==> src/rtl/nf_hword_loader.sv <==
module nf_hword_loader #(
  parameter int VL = 256,
  localparam int PB = VL / 8
) (
  input  logic          clk,
  input  logic          rst_n,
  input  logic          start,
  input  logic [1:0]    esize_sel,
  input  logic [3:0]    imm,
  input  logic [63:0]   base,
  input  logic [PB-1:0] pred,
  input  logic [PB-1:0] ffr_in,
  output logic          req_valid,
  input  logic          req_ready,
  output logic [63:0]   req_addr,
  input  logic          rsp_valid,
  input  logic [15:0]   rsp_data,
  input  logic          rsp_fault,
  output logic          done,
  output logic [VL-1:0] result,
  output logic [PB-1:0] ffr_out
);
  localparam int NMAX = VL / 16;
  localparam int IW   = $clog2(NMAX);
  localparam int GW   = $clog2(PB);
  localparam int LW   = $clog2(VL);

  typedef enum logic [1:0] {IDLE, RUN, WAIT} st_t;
  st_t st;

  logic [IW-1:0] idx;
  logic [63:0]   addr_q;
  logic [1:0]    sel_q;
  logic          faulted_q;
  logic [PB-1:0] pred_q;

  logic [1:0]  sel_in;
  logic [63:0] start_addr;
  logic [GW-1:0] gidx;
  logic [LW-1:0] lane_off;
  logic active, last, step, s_fault, faulted_n;
  logic [15:0] s_data;

  assign sel_in     = (esize_sel == 2'd3) ? 2'd2 : esize_sel;
  assign start_addr = base + {{60{imm[3]}}, imm} * (64'(PB) >> sel_in);

  assign gidx     = GW'(idx) << (sel_q + 2'd1);
  assign lane_off = LW'(idx) << (sel_q + 3'd4);
  assign active   = pred_q[gidx];
  assign last     = idx == IW'((NMAX >> sel_q) - 1);

  assign req_valid = (st == RUN) && active;
  assign req_addr  = addr_q;

  assign step    = ((st == RUN) && !active) || ((st == WAIT) && rsp_valid);
  assign s_fault = (st == WAIT) && rsp_fault;
  assign s_data  = ((st == WAIT) && !rsp_fault) ? rsp_data : 16'h0;
  assign faulted_n = faulted_q | s_fault;

  always_ff @(posedge clk) begin
    if (!rst_n) begin
      st        <= IDLE;
      idx       <= '0;
      addr_q    <= '0;
      sel_q     <= '0;
      faulted_q <= 1'b0;
      pred_q    <= '0;
      result    <= '0;
      ffr_out   <= '0;
      done      <= 1'b0;
    end else begin
      done <= 1'b0;
      case (st)
        IDLE: if (start) begin
          st        <= RUN;
          idx       <= '0;
          addr_q    <= start_addr;
          sel_q     <= sel_in;
          faulted_q <= 1'b0;
          pred_q    <= pred;
          result    <= '0;
          ffr_out   <= ffr_in;
        end
        RUN: if (active && req_ready) st <= WAIT;
        default: ;
      endcase
      if (step) begin
        result[lane_off +: 16] <= s_data;
        faulted_q <= faulted_n;
        for (int j = 0; j < PB; j++)
          if (faulted_n && ((j >> (sel_q + 2'd1)) == int'(idx)))
            ffr_out[j] <= 1'b0;
        addr_q <= addr_q + 64'd2;
        idx    <= idx + 1'b1;
        if (last) begin
          st   <= IDLE;
          done <= 1'b1;
        end else begin
          st <= RUN;
        end
      end
    end
  end
endmodule


==> config.mk <==
export PLATFORM = sky130hd
export DESIGN_NAME = nf_hword_loader
export DESIGN_NICKNAME = d
export VERILOG_FILES = /design/src/rtl/nf_hword_loader.sv
export SDC_FILE = /design/constraint.sdc
export NUM_CORES = 1
export LEC_CHECK = 0
export ABC_AREA = 1
export BUFFER_PORTS_ARGS = -buffer_cell sky130_fd_sc_hd__buf_2
export CAP_MARGIN = 0
export CORE_ASPECT_RATIO = 1.5
export CORE_MARGIN = 5
export CORE_UTILIZATION = 59
export DETAILED_ROUTE_END_ITERATION = 8
export HOLD_SLACK_MARGIN = 0.06
export PLACE_DENSITY = 0.84
export RECOVER_POWER = 100
export SLEW_MARGIN = 20
export SYNTH_ARGS = -nofsm -noshare
export SYNTH_HDL_FRONTEND = slang
export SYNTH_SLANG_ARGS = --single-unit
==> constraint.sdc <==
create_clock -name clk -period 6.2 [get_ports clk]
set_input_delay 0.93 -clock clk [delete_from_list [all_inputs] [get_ports clk]]
set_output_delay 0.93 -clock clk [all_outputs]
set_load 0.02 [all_outputs]
==> run summary <==
The number of synthesized flops with an enable pin is 0. The total power per unit cell area came out at 356 nW/um^2. The synthesized area per cell is 6.16 um^2.

The type of the worst setup path is register to register. The H-tree was split into 2 levels. The tree is rooted in a clkbuf_16.

The checks that failed: capacitance limit, slew limit. The distinct cell type count of the synthesized netlist came out at 46. The via count of the first global-routing pass was 29930.

Once layout is complete, the utilization of the core stands at 66.7%. The most frequently used cell type in the post-synthesis netlist is nor2_1. The setup violation total in the final timing report came out at 0. The max-slew violation count is 337. On the final layout, the worst clock skew is 0.0207 ns.

The worst register-to-register path begins at sel_q[1]$_SDFFE_PN0P_. The CTS clock-pin slew for the worst setup and hold paths is 0.07 ns. The number of input and output port buffers inserted came out at 509. The path class of the tightest hold or removal check is register to register. The flop and latch count out of synthesis is 394. The area of the multi-input gates came out at 15900 um^2. The proportion of layout cells with a drive suffix above 1 is 5.64%. The routed via count is 30796. The combined area of all synthesized cells is 26900 um^2. In the routed design, unresolved DRC markers number 0. After global routing the overflow that remains totals 0. The die outline area came out at 50100 um^2.

The number of warnings printed during yosys synthesis came out at 0. Sorting the synthesized cells by how often they occur yields 897 x nor2_1, 887 x nand2_1, 588 x inv_1. After the first detailed-routing iteration, the DRC count stood at 2673.

The path with the worst hold slack has its endpoint at pred_q[23]$_SDFFE_PN0P_. The row count came out at 96. The final cycle utilization of the critical path is 85.0%. The chip width came out at 184 um. The detail-routed net length per standard cell is 20.7 um. The filler cell count in the final layout is 4463. The height of the die came out at 272 um. Counting the buffers created by CTS gives 41. The peak supply drop is 439 uV. The top cell type by area accounts for 29.3% of the synthesized area. The effective utilization at floorplan came out at 59.1%. The run finished, with violations left. Data on the critical path is required at its endpoint by 6.64 ns. The data arrival time of the worst path is 5.71 ns. Summed over all instances, the cell type with the most area after synthesis is dfxtp_1. The clock sink count is 394. The internal reg-to-reg setup slack is 0.93 ns. The post-route antenna net violation count is 0. The normalized max-slew margin is -165%. The area used by sequential logic in the layout is 7890 um^2. The endpoint identified for the worst register-to-register timing path is result[53]$_SDFF_PN0_. In the post-synthesis netlist, the biggest area contributors are dfxtp_1 29%, nor2_1 13%, nand2_1 12%, ha_1 8.9%, inv_1 8.2%. Static timing analysis puts the maximum clock frequency at 0.190 GHz. At the pin with the least slew margin, the transition time is 3.98 ns.

For this design the static power due to leakage is 14.6 nW. The number of setup buffers added after CTS is 0. The startpoint kind of the worst setup timing path is a register.

The fraction of synthesis flops using an asynchronous set or reset pin is 0%. After clock tree synthesis, the flow added hold-fix buffers numbering 0. Counting along the longest clock path gives a buffer depth of 3. The pin count of the biggest net entering global routing came out at 246. The critical path endpoint category is a register. The synthesized instance count is 4374. The post-detailed-routing wire length came out at 111 mm.

Of all nets on the critical path, the largest fanout is 17. Relative to the synthesized area, the layout overhead comes to 12.8%. TritonCTS built the clock tree. The final net count is 5123. The accumulated negative setup slack came out at 0 ns.

The minimum clock period after layout is 5.27 ns. Across the run, the number of max-cap violations was 2. The cell count of the worst reg-to-reg path came out at 19. Among all flip-flop cells after synthesis, the most frequent one is dfxtp_1. Global routing used 42.2% of the available tracks across all layers. The source-to-sink clock delay at the later pin of the worst-skew pair is 0.57 ns. The placed wire-length estimate after detailed placement came out at 85.3 mm.

The initial antenna violation count is 3. The register area share after synthesis is 29.3%. The average vias per placed instance came out at 5.73. The first global-routing pass estimated 166 mm of wire. The core box area came out at 45500 um^2. The hold-critical path depth came out at 2. The number of iterations in the first detailed-routing pass came out at 7. Setup repair after global routing left no endpoint under its margin. The number of failing hold endpoints at the final stage was 0.

The post-cts sizing count came out at 0. The worst min-delay path startpoint is pred_q[23]$_SDFFE_PN0P_. 510 I/O pins were placed. The placer congestion estimate came out at 1.13.
-- flip-flops by register name, indices dropped and copies added (netlist names) --
name       flops
req_addr      64
idx            4
faulted_q      1
st             2
done           1
pred_q        32
result       256
ffr_out       32
sel_q          2
-- stage by stage --
step,total power [mW],worst slack (ns),hold WS (ns),instances,instance area (um^2)
after floorplan,6.64,1.88,0.430,4376,26900
after global placement,8.25,1.02,0.440,5308,29600
after detailed placement,8.28,1.01,0.444,5308,29600
after CTS,10.7,1.57,0.454,5374,30900
after global routing,11.3,0.695,0.476,5376,30400
final,10.8,0.933,0.454,5376,30400
-- routing by layer --
metal,GRT usage [%],share of wire [%],vias up
li1,-,-,14583
met3,10.1,9.2,484
met1,43.3,33,14070
met2,72.4,48,1657
met4,33.6,10,2
met5,0.100,0.012,-
-- layout by cell type (no fill, tap or decap), types with 4 or more instances in the layout --
cell,netlist,layout
o21ai_1,34,12
clkbuf_1,133,367
xor2_1,49,49
xnor2_1,32,32
clkbuf_16,0,41
nand2_2,4,4
a21oi_1,267,267
nor2_1,897,898
o21a_1,4,4
inv_1,588,593
fa_1,13,13
nor4_1,39,39
nand4_1,37,37
nor3_1,83,83
nand3_1,218,218
clkbuf_8,0,8
dfxtp_1,394,394
nand3b_1,12,12
o21ai_0,360,382
nor2_4,9,8
ha_1,191,191
a21o_1,5,5
o21bai_1,11,11
nand2_1,887,889
buf_4,8,13
or2_2,10,10
inv_2,21,14
buf_2,27,154
-- worst max path at each step --
stage                          startpoint                        end  slack [ns]  depth (start not counted)
floorplan                    esize_sel[0]  req_addr[48]$_SDFFE_PN0P_        1.88                         24
global placement             esize_sel[1]  req_addr[40]$_SDFFE_PN0P_        1.02                         19
detailed placement           esize_sel[1]  req_addr[40]$_SDFFE_PN0P_        1.01                         19
CTS                          esize_sel[1]  req_addr[40]$_SDFFE_PN0P_        1.57                         19
global route        sel_q[0]$_SDFFE_PN0P_      result[53]$_SDFF_PN0_        0.69                         18
finish              sel_q[1]$_SDFFE_PN0P_      result[53]$_SDFF_PN0_        0.93                         19
-- report_power, final --
part | switching (mW) | internal, mW
logic | 3.75 | 1.30
registers | 0.445 | 2.86
clock network | 1.09 | 1.36
-- cell families (layout without fill, tap and decap cells) --
logic type      Yosys count  in the layout  synth area share (%)
other cells               1              5                0.0139
flops                   394            394                  29.3
buf+inv                 795           1205                  11.5
compound gates          691            691                  13.1
xor+xnor                 81             81                  2.63
simple gates           2208           2208                  33.6
fa+ha+maj               204            204                  9.84
-- worst max-delay path, cell delays in order (launching register included) --
cell,delay [ns]
dfxtp_1,0.31
buf_4,0.21
inv_1,0.16
ha_1,0.68
inv_4,0.11
nand2_1,0.47
nand2_1,0.13
nand2_1,0.11
nand2_1,0.07
nand3_1,0.09
nand3_1,0.08
nand3_1,0.11
nand2_1,0.10
nand2_1,0.43
nand2_1,0.59
nor2_1,0.55
buf_4,0.29
inv_1,0.29
nor2_1,0.27
nor2_1,0.07
-- layout make-up --
type	count	area share [%]
sequential	394	26.0
timing repair buffer	527	7.39
clock buffer	60	3.87
inverter	612	7.60
multi-input combinational	3187	52.4
antenna	2	0.0165
clock inverter	6	0.317
tap	588	2.42
Power figures use the tool's default switching activity.
